[src/rtl/cpd_pkg.sv]
package cpd_pkg;
  typedef enum logic [2:0] {
    ST_IDLE  = 3'd0,
    ST_LIVE  = 3'd1,
    ST_STEP1 = 3'd2,
    ST_STEP2 = 3'd3,
    ST_STEP3 = 3'd4,
    ST_STEP4 = 3'd5
  } cpd_state_e;

  localparam int NLINE = 3;
  localparam int LN_RST = 0;
  localparam int LN_CLK = 1;
  localparam int LN_IO  = 2;
endpackage

[src/rtl/cpd_trigger.sv]
module cpd_trigger #(
  parameter int NFAULT = 3
) (
  input  logic              sess_req,
  input  logic [NFAULT-1:0] fault_in,
  input  logic              card_here,
  output logic              stop_req,
  output logic              start_ok
);
  logic any_fault;

  always_comb begin
    any_fault = |fault_in;
    stop_req  = !sess_req || any_fault || !card_here;
    start_ok  = sess_req && card_here && !any_fault;
  end
endmodule

[src/rtl/cpd_step_timer.sv]
module cpd_step_timer #(
  parameter int T1_CYC = 50,
  parameter int T2_CYC = 750,
  parameter int T3_CYC = 50,
  parameter int T4_CYC = 50,
  parameter int CW     = 10
) (
  input  logic       clk,
  input  logic       rst,
  input  logic       run,
  input  logic [1:0] step_sel,
  output logic       expire
);
  logic [CW-1:0] cnt;
  logic [CW-1:0] lim_m1;

  always_comb begin
    case (step_sel)
      2'd0:    lim_m1 = CW'(T1_CYC - 1);
      2'd1:    lim_m1 = CW'(T2_CYC - 1);
      2'd2:    lim_m1 = CW'(T3_CYC - 1);
      default: lim_m1 = CW'(T4_CYC - 1);
    endcase
    expire = run && (cnt == lim_m1);
  end

  always_ff @(posedge clk) begin
    if (rst || !run || expire) cnt <= '0;
    else                       cnt <= cnt + 1'b1;
  end

  AST_CNT_BOUND: assert property (@(posedge clk) disable iff (rst)
    run |-> cnt <= lim_m1);
endmodule

[src/rtl/cpd_line_gate.sv]
module cpd_line_gate #(
  parameter int NLINE = 3
) (
  input  logic             clk,
  input  logic             rst,
  input  logic [NLINE-1:0] live,
  input  logic [NLINE-1:0] pass_nxt,
  input  logic             vcc_nxt,
  output logic [NLINE-1:0] line_q,
  output logic             vcc_q
);
  for (genvar i = 0; i < NLINE; i++) begin : g_line
    always_ff @(posedge clk) begin
      if (rst) line_q[i] <= 1'b0;
      else     line_q[i] <= live[i] & pass_nxt[i];
    end
  end

  always_ff @(posedge clk) begin
    if (rst) vcc_q <= 1'b0;
    else     vcc_q <= vcc_nxt;
  end
endmodule

[src/rtl/card_pwrdn_seq.sv]
module card_pwrdn_seq
  import cpd_pkg::*;
#(
  parameter int NFAULT = 3,
  parameter int T1_CYC = 50,
  parameter int T2_CYC = 750,
  parameter int T3_CYC = 50,
  parameter int T4_CYC = 50
) (
  input  logic              clk,
  input  logic              rst,
  input  logic              sess_req,
  input  logic [NFAULT-1:0] fault_in,
  input  logic              card_here,
  input  logic              live_rst,
  input  logic              live_clk,
  input  logic              live_io,
  output logic              card_rst,
  output logic              card_clk,
  output logic              card_io,
  output logic              vcc_en,
  output logic              busy,
  output logic              done
);
  localparam int TMAX_A = (T1_CYC > T2_CYC) ? T1_CYC : T2_CYC;
  localparam int TMAX_B = (T3_CYC > T4_CYC) ? T3_CYC : T4_CYC;
  localparam int TMAX   = (TMAX_A > TMAX_B) ? TMAX_A : TMAX_B;
  localparam int CW     = $clog2(TMAX + 1);

  cpd_state_e       st, st_nxt;
  logic             armed;
  logic             stop_req, start_ok;
  logic             run, expire;
  logic [1:0]       step_sel;
  logic [NLINE-1:0] pass_nxt;
  logic [NLINE-1:0] line_q;
  logic             vcc_nxt;

  cpd_trigger #(.NFAULT(NFAULT)) trig_i (
    .sess_req (sess_req),
    .fault_in (fault_in),
    .card_here(card_here),
    .stop_req (stop_req),
    .start_ok (start_ok)
  );

  cpd_step_timer #(
    .T1_CYC(T1_CYC), .T2_CYC(T2_CYC), .T3_CYC(T3_CYC), .T4_CYC(T4_CYC), .CW(CW)
  ) tmr_i (
    .clk     (clk),
    .rst     (rst),
    .run     (run),
    .step_sel(step_sel),
    .expire  (expire)
  );

  always_comb begin
    run      = 1'b1;
    step_sel = 2'd0;
    case (st)
      ST_STEP1: step_sel = 2'd0;
      ST_STEP2: step_sel = 2'd1;
      ST_STEP3: step_sel = 2'd2;
      ST_STEP4: step_sel = 2'd3;
      default:  run      = 1'b0;
    endcase
  end

  always_comb begin
    st_nxt = st;
    case (st)
      ST_IDLE:  if (armed && start_ok) st_nxt = ST_LIVE;
      ST_LIVE:  if (stop_req)          st_nxt = ST_STEP1;
      ST_STEP1: if (expire)            st_nxt = ST_STEP2;
      ST_STEP2: if (expire)            st_nxt = ST_STEP3;
      ST_STEP3: if (expire)            st_nxt = ST_STEP4;
      ST_STEP4: if (expire)            st_nxt = ST_IDLE;
      default:                         st_nxt = ST_IDLE;
    endcase
  end

  always_comb begin
    pass_nxt = '0;
    case (st_nxt)
      ST_LIVE, ST_STEP1: pass_nxt = '1;
      ST_STEP2: begin
        pass_nxt[LN_CLK] = 1'b1;
        pass_nxt[LN_IO]  = 1'b1;
      end
      ST_STEP3: pass_nxt[LN_IO] = 1'b1;
      default:  pass_nxt = '0;
    endcase
    vcc_nxt = (st_nxt != ST_IDLE);
  end

  always_ff @(posedge clk) begin
    if (rst) begin
      st    <= ST_IDLE;
      armed <= 1'b0;
      busy  <= 1'b0;
      done  <= 1'b0;
    end else begin
      st   <= st_nxt;
      busy <= (st_nxt == ST_STEP1) || (st_nxt == ST_STEP2) ||
              (st_nxt == ST_STEP3) || (st_nxt == ST_STEP4);
      done <= (st == ST_STEP4) && expire;
      if (st == ST_IDLE && !sess_req)      armed <= 1'b1;
      else if (st == ST_LIVE && stop_req)  armed <= 1'b0;
    end
  end

  cpd_line_gate #(.NLINE(NLINE)) gate_i (
    .clk     (clk),
    .rst     (rst),
    .live    ({live_io, live_clk, live_rst}),
    .pass_nxt(pass_nxt),
    .vcc_nxt (vcc_nxt),
    .line_q  (line_q),
    .vcc_q   (vcc_en)
  );

  assign card_rst = line_q[LN_RST];
  assign card_clk = line_q[LN_CLK];
  assign card_io  = line_q[LN_IO];

  AST_OFF_LINES_LOW: assert property (@(posedge clk) disable iff (rst)
    !vcc_en |-> (!card_rst && !card_clk && !card_io));
  AST_BUSY_POWERED: assert property (@(posedge clk) disable iff (rst)
    busy |-> vcc_en);
  AST_DONE_SINGLE: assert property (@(posedge clk) disable iff (rst)
    done |=> !done);
  AST_VCC_OFF_DONE: assert property (@(posedge clk) disable iff (rst)
    $fell(vcc_en) |-> done);
  AST_BUSY_ENDS_DONE: assert property (@(posedge clk) disable iff (rst)
    $fell(busy) |-> done);
  AST_STEP3_ORDER: assert property (@(posedge clk) disable iff (rst)
    (st == ST_STEP3) |-> (!card_rst && !card_clk));
  AST_STEP2_ORDER: assert property (@(posedge clk) disable iff (rst)
    (st == ST_STEP2) |-> !card_rst);
  AST_REARM_NEEDED: assert property (@(posedge clk) disable iff (rst)
    $rose(vcc_en) |-> $past(armed));
endmodule

[config.mk]
export PLATFORM = sky130hd
export DESIGN_NAME = card_pwrdn_seq
export DESIGN_NICKNAME = d
export VERILOG_FILES = /design/src/rtl/cpd_pkg.sv /design/src/rtl/cpd_trigger.sv /design/src/rtl/cpd_step_timer.sv /design/src/rtl/cpd_line_gate.sv /design/src/rtl/card_pwrdn_seq.sv
export SDC_FILE = /design/constraint.sdc
export NUM_CORES = 1
export LEC_CHECK = 0
export BUFFER_PORTS_ARGS = -buffer_cell sky130_fd_sc_hd__buf_2
export CAP_MARGIN = 0
export CORE_ASPECT_RATIO = 1.4
export CORE_MARGIN = 10
export CORE_UTILIZATION = 45
export CTS_CLUSTER_SIZE = 28
export DETAILED_ROUTE_END_ITERATION = 16
export PLACE_DENSITY = 0.66
export SYNTH_ARGS = -nofsm -noshare
export SYNTH_HDL_FRONTEND = slang
export SYNTH_SLANG_ARGS = --single-unit
[constraint.sdc]
create_clock -name clk -period 2.8 [get_ports clk]
set_input_delay 0.56 -clock clk [delete_from_list [all_inputs] [get_ports clk]]
set_output_delay 0.56 -clock clk [all_outputs]
set_load 0.01 [all_outputs]
; After elaboration in Yosys (flattened, before gate mapping)
; Cells that the tools add are included.
[totals]
output_inout_bits = 6
word_cells = 66
in_bits = 10
reg_bits = 20
[classes]
bitwise = 3
eq_ne = 12
n_reduce_logical = 26
addsub = 1
muxes = 15
[op_table]
columns = operator, count
row1 = $mux 3, 6
row2 = $pmux 3 s6, 1
row3 = $eq 3x2->1 const B, 4
row4 = $eq 3x3->1 const B, 4
row5 = $add 10x1->10 const B, 1
row6 = $eq 10x10->1, 1
row7 = $mux 10, 1
row8 = $reduce_or 4->1, 2
row9 = $logic_and 1x1->1, 7
row10 = $logic_or 1x1->1, 7
row11 = $eq 3x1->1 const B, 2
row12 = $mux 1, 6
row13 = $pmux 2 s3, 1
row14 = $reduce_or 3->1, 2
row15 = $logic_not 1->1, 4
row16 = $and 1x1->1, 3
row17 = $logic_not 3->1, 1
row18 = $reduce_bool 3->1, 1
row19 = $eq 2x1->1 const B, 1
row20 = $reduce_bool 2->1, 1
row21 = $reduce_or 2->1, 1

; Logic depth before layout (Yosys ltp)
; Gate-level depths: netlist of the first run.
[depth]
depth_word = 12
depth_mapped = 8
mapped_depth_nobuf = 8

; Hierarchy
; Synthesis of the first run repeated with hierarchy kept, for this count alone.
[hier_totals]
hier_cells = 114
hier_area_um2 = 1056.0
[modules_own_cells]
columns = mod, cells_per_inst, seq_area_each_um2, n_inst, area_each_um2
row1 = cpd_step_timer, 53, 200.2, 1, 496.7
row2 = card_pwrdn_seq, 50, 120.1, 1, 429.2
row3 = cpd_line_gate, 8, 80.1, 1, 112.6
row4 = cpd_trigger, 3, 0.0, 1, 17.5

; Least setup slack after synthesis of the first run
; No wires, ideal clock.
[synth_timing]
path_kind = reg-to-reg
start = register tmr_i.cnt[0]
end = register gate_i.line_q[2]
t_arrival_ns = 1.848
stages_incl_launch_ff = 8
setup_ns = 0.134
slack_ns = 0.818
required_time_ns = 2.666
path_buffers = 0
path_cell_list = dfxtp_1 ha_1 nand4b_2 or4_1 o21a_1 ha_1 a21oi_1 a311oi_1
[synth_via]
elab_chain_len = 8
word_cells_on_any_way = 14
[synth_rtl]
columns = item, line_no
row1 = start: declaration, cpd_step_timer.sv:14  ; logic [CW-1:0] cnt;
row2 = start signal: assignment, cpd_step_timer.sv:29  ; else cnt <= cnt + 1'b1;
row3 = $eq 10x10->1 *, cpd_step_timer.sv:24  ; expire = run && (cnt == lim_m1);
row4 = $logic_and 1x1->1 *, cpd_step_timer.sv:24
row5 = $mux 3 (on tied branches), -
row6 = $pmux 3 s6 *, card_pwrdn_seq.sv:71  ; case (st)
row7 = $eq 3x2->1 (tied with other cells), card_pwrdn_seq.sv:84  ; case (st_nxt)
row8 = $reduce_or 4->1 (no source line) *, -
row9 = $mux 1 *, card_pwrdn_seq.sv:84
row10 = $and 1x1->1 *, cpd_line_gate.sv:15  ; else line_q[i] <= live[i] & pass_nxt[i];
row11 = end signal: indexed assignment, cpd_line_gate.sv:15
row12 = end: declaration, cpd_line_gate.sv:9  ; output logic [NLINE-1:0] line_q,
; Every way passes the cells marked *; elsewhere a longest branch is shown, timed or not.
; A chain may end at the register's enable or synchronous reset.

; Worst setup path after layout of the first run
; Ends and elaborated chain as after synthesis.

==> run_results.csv, run 1 <==
group,metric,value,unit
cts,clock_sinks,20,
drt,drc,0,
sta,rsz0062_at_grt,"no",
synthesis,synth_top_family_by_area,"simple AND/OR/NAND/NOR gates",
drt,antenna_left,0,
sta,final.period_utilization,76.2,%
run_status,status,"finished, final reports clean",
global_routing,grt_pass1_wl,3860,µm
worst_hold_path,holdCritStartpoint,"live_io",
synthesis,synthArstFlopShare,0,%
critical_path,path_class,"register to register",
critical_path,cp_slowest_stage_delay,0.58,ns
cts,numCtsBuffers,3,
synthesis,synthFlopType,"dfxtp_1",
critical_path,cp_cell_sequence,"ha_1 > nand4b_2 > or4_1 > o21a_1 > ha_1 > a21oi_1 > a311oi_1",
critical_path,cp-start-kind,"register",
drt,wirelength,2270,µm
final_layout,layout.nets,138,
sta,tightestPinTransition,0.355,ns
cts,clockRootBuffer,"clkbuf_4",
sta,tns,0,ns
cts,cts_buffer_depth,2,
cts,cts_hold_buf,0,
critical_path,ff2ff_path_depth,7,
synthesis,synth-seq-cells,20,
pwr,p_per_area,463,nW/µm²
drt,vias,859,
critical_path,reg2reg_to,"gate_i.line_q[2]",
sta,finalHoldViolCount,0,
sta,final-setup-viol-count,0,
die,io_pins,16,
drt,drt_iter0_markers,32,
cts,ctsHtreeMaxLevel,1,
sta,slew_headroom,76.3,%
critical_path,reg2reg_slack,0.67,ns
die,dieArea,4660,µm²
placed_design,dpl_cell_area,1120,µm²
sta,final_max_slew_viol_count,0,
critical_path,path_max_fanout,7,
critical_path,cpMostUsedCell,"ha_1",
global_routing,antenna_found_initial,0,
sta,fmax,0.469,GHz
final_layout,drive_gt1_share,21.8,%
cts,clock_latency,0.30,ns
run,max-cap-violations,0,
cts,cts.clk_slew.worst_paths,0.12,ns
synthesis,syn_nets,123,
synthesis,synthXorXnorAreaFrac,6.73,%
synthesis,yosysWarnings,0,
synthesis,synth.distinct_cells,40,
drt,avgRoutedWirePerCell,15.6,µm
placed_design,dp_hpwl,1750,µm
critical_path,cp-end-kind,"register",
die,floorplan.initialDensity,47.3,%
global_routing,grt_use_total,9.95,%
worst_hold_path,whs_endpoint,"gate_i.line_q[2]",
synthesis,synth_seq_area_share,38.5,%
synthesis,synth_compound_area_share,14.4,%
final_layout,finalInstanceArea,1170,µm²
placed_design,globalplace.congestion,0.852,
critical_path,crit_slowest_cell,"or4_1",
die,coreArea,2200,µm²
global_routing,grt_max_degree,13,
die,die_width,60.7,µm
die,die_y,76.9,µm
synthesis,syn_area,1040,µm²
final_layout,syn_to_final_growth,12.6,%
cts,cts_tree,"done",
cts,cts_setup_buffers,0,
final_layout,antenna_cells,0,
critical_path,required,3.00,ns
sta,finClkSkew,0.0103,ns
synthesis,synth-adder-area-share,3.61,%
worst_hold_path,hold_class,"primary input to register",
global_routing,grt_pass1_vias,851,
critical_path,timing.rr.start,"tmr_i.cnt[0]",
global_routing,grt-ovfl-total,0,
placed_design,io_buffers,15,
synthesis,avgSynthCellArea,9.46,µm²
synthesis,syn_inst,110,
pwr,vdd.ir_drop.worst,323,µV
synthesis,synth_mux_area_share,0,%
critical_path,arrival,2.33,ns
drt,viasPerCell,5.88,
drt,dr.pass1.iters,5,
sta,fin_crit,2.13,ns
cts,cts_resized,0,
synthesis,synthSimpleGateAreaFrac,32.7,%
pwr,leakage,0.457,nW
synthesis,synth-edff-count,0,
die,rows,20,
worst_hold_path,min_path_cells,3,
## registers in the layout, summed over array words and instances (netlist names)
signal	cells
armed	1
st	3
gate_i.line_q	3
tmr_i.cnt	10
busy	1
gate_i.vcc_q	1
done	1
## cell type report
cell class                 count  area [µm²]
sequential                    20         400
multi-input combinational     80         598
clock buffer                   3        22.5
fill                         218        1030
clock inverter                 1        30.0
timing repair buffer          15        75.1
tap                           22        27.5
inverter                       5        18.8
## per-stage QoR
stage | util, % | std cells | total power (W) | hold WS (ns) | worst slack, ns
after CTS | 53.2 | 146 | 0.000547 | 0.447 | 0.661
after detailed placement | 50.9 | 142 | 0.000312 | 0.505 | 0.674
after floorplan | - | 110 | 0.000303 | 0.472 | 0.818
after global routing | 53.2 | 146 | 0.000565 | 0.433 | 0.474
final | 53.2 | 146 | 0.000542 | 0.452 | 0.666
after global placement | 50.9 | 142 | 0.000311 | 0.498 | 0.743
## logic make-up (layout without fill, tap and decap cells)
group | after synthesis | in the layout
compound gates | 20 | 20
xor+xnor | 8 | 8
fa+ha+maj | 3 | 3
buf+inv | 10 | 24
flops | 20 | 20
simple gates | 49 | 49
## power breakdown
group / internal, W / switching, W / leakage [nW] / total [W]
logic: 0.00000886 / 0.00000852 / 0.268 / 0.0000174
registers: 0.000286 / 0.00000162 / 0.161 / 0.000288
clock network: 0.000145 / 0.0000924 / 0.0279 / 0.000237
## placed cells by master (no fill, tap or decap), types with 3 or more instances in the layout
cell       n
nand4_1    5
ha_1       3
dfxtp_1   20
nor3_1    15
buf_2     15
and2_1     3
nor2_1     6
xor2_1     7
nand2_1    4
inv_1      5
clkbuf_4   3
o21ai_0    3
a21oi_1    3
## worst max path at each step
stage | from | to | slack (ns) | cells after the start
after detailed placement | tmr_i.cnt[0] | gate_i.line_q[2] | 0.67 | 7
after global placement | tmr_i.cnt[0] | gate_i.line_q[2] | 0.74 | 7
after global routing | tmr_i.cnt[0] | gate_i.line_q[2] | 0.47 | 7
after floorplan | tmr_i.cnt[0] | gate_i.line_q[2] | 0.82 | 7
after CTS | tmr_i.cnt[0] | gate_i.line_q[2] | 0.66 | 7
final | tmr_i.cnt[0] | gate_i.line_q[2] | 0.67 | 7
## critical path, delay by kind of cell (launching register included)
family                   cells  cell delay (ns)
AND/OR/NAND/NOR              2             0.76
flip-flops                   1             0.45
adder cells (fa/ha/maj)      2             0.40
AO/OA/AOI/OAI                3             0.43
## cell usage after synthesis (all sizes together) (2+ instances only)
master	instances	area, µm²
ha	3	37.5
nand3	2	10.0
nand4b	2	30.0
buf	3	16.3
or4	2	18.8
nor2	6	22.5
o211ai	2	15.0
nand2b	2	12.5
a21boi	2	26.3
o21ai	3	15.0
dfxtp	20	400
nor3	15	75.1
nand4	5	31.3
o31ai	2	15.0
and2	3	18.8
clkbuf	2	7.51
inv	5	18.8
a21oi	3	15.0
xor2	7	61.3
nor4b	2	47.6
nand2	4	15.0
## per-layer routing
layer	GRT usage, %	share of wire, %	vias to the layer above	routed length (µm)
met1	11.6	42	385	959
met2	16.6	50	26	1140
met5	0	0	-	0
met3	2.47	5.6	10	128
li1	-	-	438	-
met4	3.52	1.8	0	40
No activity file was read; power rests on OpenSTA's default activity.
==> run 2: changes to the inputs <==
- clock period: 2.8 -> 2 ns (I/O delays scaled with it)
==> run 2 against run 1 <==
Critical path depth up 1. Non-clock buffer count up 11. Clock skew shrank 0.0054 ns. Critical path type unchanged. Largest cell class unchanged. Largest power group unchanged. Highest routed layer unchanged.
==> run_results.csv, run 2 (synthesized netlist as in run 1, its figures left out) <==
group,metric,value,unit
final_layout,layout_commonest_cell,"dfxtp_1",
sta,tightestPinTransition,0.370,ns
final_layout,top_register,"tmr_i.cnt",
final_layout,layout.nets,149,
worst_hold_path,min_path_cells,3,
sta,final.period_utilization,93.2,%
drt,drt_iter0_markers,28,
die,io_pins,16,
die,coreArea,2200,µm²
cts,cts_buffer_depth,2,
cts,clock_latency,0.30,ns
drt,dr.pass1.iters,4,
worst_hold_path,hold_class,"primary input to register",
drt,avgRoutedWirePerCell,14.6,µm
sta,fmax,0.536,GHz
global_routing,antenna_found_initial,0,
placed_design,io_buffers,15,
global_routing,grt_pass1_wl,3830,µm
cts,cts.clk_slew.worst_paths,0.11,ns
pwr,leakage,0.527,nW
final_layout,antenna_cells,0,
critical_path,cp-start-kind,"register",
sta,fin_crit,1.86,ns
die,floorplan.initialDensity,47.3,%
placed_design,dp_worst_setup_slack,0.0528,ns
placed_design,globalplace.congestion,0.908,
cts,clockRootBuffer,"clkbuf_4",
pwr,p_per_area,524,nW/µm²
sta,finalHoldViolCount,0,
cts,clock_sinks,20,
sta,finClkSkew,0.00491,ns
critical_path,cp-end-kind,"register",
run_status,status,"finished, final reports clean",
final_layout,largestRegisters,"tmr_i.cnt: 10 flops, gate_i.line_q: 3 flops, st: 3 flops",
critical_path,arrival,2.05,ns
global_routing,grt_use_total,10.3,%
sta,timing.final.ws_setup,0.135,ns
critical_path,cp-startpoint,"tmr_i.cnt[1]",
global_routing,grt_pass1_vias,917,
critical_path,path_class,"register to register",
final_layout,fin_util,57.4,%
drt,drc,0,
critical_path,timing.rr.start,"tmr_i.cnt[1]",
drt,vias,915,
cts,ctsHtreeMaxLevel,1,
sta,final-setup-viol-count,0,
sta,final_max_slew_viol_count,0,
cts,cts_hold_buf,0,
critical_path,ff2ff_path_depth,8,
final_layout,drive_gt1_share,31.9,%
placed_design,dpl_cell_area,1190,µm²
final_layout,finalInstanceArea,1260,µm²
worst_hold_path,holdCritStartpoint,"live_io",
placed_design,dp_hpwl,1790,µm
global_routing,grt_max_degree,12,
final_layout,num-fill-cells,220,
run,max-cap-violations,0,
die,rows,20,
die,die_width,60.7,µm
final_layout,largest_reg_flops,10,
pwr,vdd.ir_drop.worst,399,µV
cts,cts_tree,"done",
critical_path,required,2.19,ns
drt,viasPerCell,5.83,
sta,slew_headroom,75.1,%
final_layout,final_cell_mix,"dfxtp_1, nor3_1, buf_2",
critical_path,path_max_fanout,2,
die,dieArea,4660,µm²
drt,wirelength,2290,µm
drt,antenna_left,0,
final_layout,syn_to_final_growth,21.5,%
die,die_y,76.9,µm
cts,numCtsBuffers,3,
global_routing,grt-ovfl-total,0,
run 2: changes by cell type in the layout (fill, tap and decap cells not counted), sizes merged:
cell / before / now
buf: 15 / 26
bufinv: 1 / 0
clkbuf: 3 / 4
run 2: area by class of cell:
| cell class | count | area (µm²) | share of cell area, % |
|---|---|---|---|
| Clock buffer | 4 | 36.3 | 2.87 |
| Timing Repair Buffer | 26 | 158 | 12.5 |
| Tap cell | 22 | 27.5 | 2.18 |
| Sequential cell | 20 | 402 | 31.8 |
| Multi-Input combinational cell | 80 | 623 | 49.3 |
| Inverter | 5 | 18.8 | 1.48 |
run 2: what timing repair did:
item / 4_1_cts / 5_1_grt
resized for setup: 0 / 6
setup endpoints to repair: 0 / 2
setup buffers: 0 / 1
run 2: report_power, final:
| group | switching [W] | total [W] | internal, W |
|---|---|---|---|
| logic | 0.0000136 | 0.0000265 | 0.0000130 |
| registers | 0.00000189 | 0.000402 | 0.000401 |
| clock network | 0.000122 | 0.000234 | 0.000111 |
| total | 0.000138 | 0.000663 | 0.000525 |
run 2: per-stage QoR:
step / instances / TNS [ns] / total power [W] / hold WS [ns]
global route: 157 / -0.0170 / 0.000693 / 0.318
finish: 157 / 0 / 0.000663 / 0.326
detailed placement: 152 / 0 / 0.000437 / 0.502
floorplan: 110 / 0 / 0.000424 / 0.472
CTS: 156 / 0 / 0.000667 / 0.308
global placement: 152 / 0 / 0.000436 / 0.493
run 2: worst paths after layout:
check,endpoint,slack (ns)
worst max-delay path,gate_i.line_q[2],0.14
worst min-delay path,gate_i.line_q[2],0.33
worst max register to register,gate_i.line_q[2],0.14
worst min register to register,armed,0.52
run 2: critical path, cell delays in order, from the launching register on:
cell	delay (ns)
dfxtp_1	0.33
inv_1	0.05
ha_2	0.17
nand4b_2	0.12
or4_4	0.51
o21a_1	0.14
ha_1	0.19
a21oi_2	0.14
a311oi_2	0.11
run 2: routing by layer:
| layer | GRT usage [%] | up-vias | routed length [µm] |
|---|---|---|---|
| met1 | 9.90 | 434 | 883 |
| met3 | 2.47 | 5 | 129 |
| met5 | 0 | - | 0 |
| li1 | - | 455 | - |
| met2 | 18.7 | 21 | 1230 |
| met4 | 5.07 | 0 | 45 |
==> run 3: changes to the inputs <==
- ABC_AREA: default -> 1
==> run 3 against run 2 <==
Die area fell by 5.1%. Sequential share of layout area rose by 4.7 points. Critical path depth is 4 higher. Global-route usage fell by 0.75 points. Utilization decreased by 2.0 points.
==> run_results.csv, run 3 <==
group,metric,value,unit
final_layout,top_register,"tmr_i.cnt",
drt,drc,0,
drt,dr.pass1.iters,4,
cts,cts_buffer_depth,2,
global_routing,grt_pass1_vias,810,
synthesis,syn_area,966,µm²
cts,clock_latency,0.30,ns
synthesis,syn_inst,133,
pwr,leakage,0.498,nW
run,max-cap-violations,0,
final_layout,syn_to_final_growth,14.6,%
global_routing,grt-ovfl-total,0,
cts,cts_setup_buffers,0,
placed_design,globalplace.congestion,0.903,
cts,numCtsBuffers,3,
die,die_y,74.8,µm
critical_path,path_max_fanout,4,
sta,finalHoldViolCount,0,
critical_path,cp-startpoint,"tmr_i.cnt[4]",
die,io_pins,16,
placed_design,dp.cells,167,
synthesis,synthTopCellsByCount,"nand2_1, nor2_1, dfxtp_1",
cts,cts_tree,"done",
placed_design,dp_worst_setup_slack,0.159,ns
cts,cts_hold_buf,0,
sta,timing.final.ws_setup,0.198,ns
synthesis,synth.distinct_cells,22,
sta,rsz0062_at_grt,"no",
placed_design,dp_hpwl,1640,µm
cts,cts_resized,0,
final_layout,antenna_cells,0,
drt,viasPerCell,5.20,
critical_path,ff2ff_path_depth,12,
global_routing,grt_use_total,9.52,%
final_layout,drive_gt1_share,21.3,%
synthesis,yosys-top-cells-area,"dfxtp_1, nand2_1, nor2_1",
synthesis,yosysWarnings,0,
drt,antenna_left,0,
global_routing,antenna_found_initial,0,
cts,clockRootBuffer,"clkbuf_4",
sta,fin_crit,1.80,ns
pwr,p_per_area,684,nW/µm²
drt,wirelength,2020,µm
critical_path,reg2reg_slack,0.20,ns
pwr,vdd.ir_drop.worst,446,µV
final_layout,largestRegisters,"tmr_i.cnt: 10 flops, gate_i.line_q: 3 flops, st: 3 flops",
cts,cts.clk_slew.worst_paths,0.12,ns
cts,clock_sinks,20,
sta,finClkSkew,0.00169,ns
sta,tns,0,ns
worst_hold_path,hold_class,"primary input to register",
die,coreArea,2000,µm²
critical_path,arrival,2.01,ns
critical_path,cp-endpoint,"gate_i.line_q[2]",
drt,vias,890,
die,dieArea,4430,µm²
sta,final_max_slew_viol_count,0,
sta,final.period_utilization,90.1,%
synthesis,synth_top_area_cell,"dfxtp_1",
critical_path,required,2.21,ns
critical_path,reg2reg_to,"gate_i.line_q[2]",
run_status,status,"finished, final reports clean",
sta,slew_headroom,73.8,%
synthesis,syn_nets,146,
critical_path,cp-end-kind,"register",
synthesis,synth-edff-count,0,
die,rows,19,
synthesis,synthArstFlopShare,0,%
pwr,total_power,0.000757,W
final_layout,finalNonFillerCells,171,
die,floorplan.initialDensity,48.4,%
placed_design,io_buffers,15,
critical_path,path_class,"register to register",
synthesis,synth-seq-cells,20,
sta,fmax,0.555,GHz
final_layout,largest_reg_flops,10,
synthesis,synthFlopType,"dfxtp_1",
synthesis,avgSynthCellArea,7.26,µm²
final_layout,final_cell_mix,"nor2_1, nand2_1, inv_1, dfxtp_1, buf_2",
final_layout,layout.nets,164,
die,die_width,59.2,µm
drt,drt_iter0_markers,23,
critical_path,timing.rr.start,"tmr_i.cnt[4]",
sta,final-setup-viol-count,0,
global_routing,grt_max_degree,13,
sta,tightestPinTransition,0.392,ns
critical_path,cp-start-kind,"register",
cts,ctsHtreeMaxLevel,1,
drt,avgRoutedWirePerCell,11.8,µm
synthesis,netlist.area_leader.share,41.5,%
synthesis,synth_seq_area_share,41.5,%
global_routing,grt_pass1_wl,3340,µm
[run 3: cell count changes after synthesis, moves of 4 or more]
cell and change:
inv_1 +12, xor2_1 -4, nor3_1 -11, nand2_2 +4
nand3_1 +12, nor2_1 +16, nand2_1 +18
[run 3: layout make-up]
type                            count  area, µm²
Inverter                           19       71.3
Sequential cell                    20        404
Multi-Input combinational cell     92        478
Timing Repair Buffer               15       75.1
Clock buffer                        3       22.5
Tap cell                           21       26.3
Clock inverter                      1       30.0
Fill cell                         184        890
[run 3: report_power, final]
part	internal (W)	switching (W)	total, W
combinational	0.0000116	0.0000135	0.0000252
sequential	0.000401	0.00000183	0.000403
clock	0.000202	0.000126	0.000329
[run 3: cells by family (layout without fill, tap and decap cells)]
logic type               after synthesis  in the layout  share of synthesized area [%]
AND/OR/NAND/NOR                       78             78                           37.8
XOR/XNOR                               4              4                           3.63
buffers and inverters                 21             38                           9.07
AO/OA/AOI/OAI                          7              7                           4.15
adder cells (fa/ha/maj)                3              3                           3.89
flip-flops                            20             20                           41.5
[run 3: layer usage]
layer  global-route usage (%)  share of wire [%]  up-vias
met5                        0                  0        -
met4                     5.63               0.79        0
met3                     3.54                7.2        2
met2                     17.0                 53       22
met1                     9.03                 39      406
li1                         -                  -      460
[run 3: stage by stage]
stage	utilization, %	hold WS, ns	instance area (µm²)
3_3_place_gp	52.6	0.456	1050
3_5_place_dp	52.6	0.458	1050
2_1_floorplan	-	0.433	966
4_1_cts	55.3	0.304	1100
5_1_grt	55.5	0.302	1110
6_report	55.5	0.317	1110
[run 3: critical path: stages (launching register included)]
cell      delay, ns
dfxtp_1        0.37
inv_1          0.10
nor3_1         0.18
nand3_1        0.11
nand2_2        0.09
nand4_2        0.11
nand2_2        0.13
a21boi_1       0.09
ha_1           0.20
nor2_1         0.14
inv_1          0.05
nor2_1         0.10
nor2_1         0.04
[run 3: how the worst min path moves through the flow]
stage | start | endpoint | slack (ns) | cells after the start
finish | live_io | gate_i.line_q[2] | 0.32 | 3
global route | live_io | gate_i.line_q[2] | 0.30 | 3
CTS | live_io | gate_i.line_q[2] | 0.30 | 3
detailed placement | armed | armed | 0.46 | 2
global placement | tmr_i.cnt[0] | tmr_i.cnt[0] | 0.46 | 1
floorplan | tmr_i.cnt[0] | tmr_i.cnt[0] | 0.43 | 1
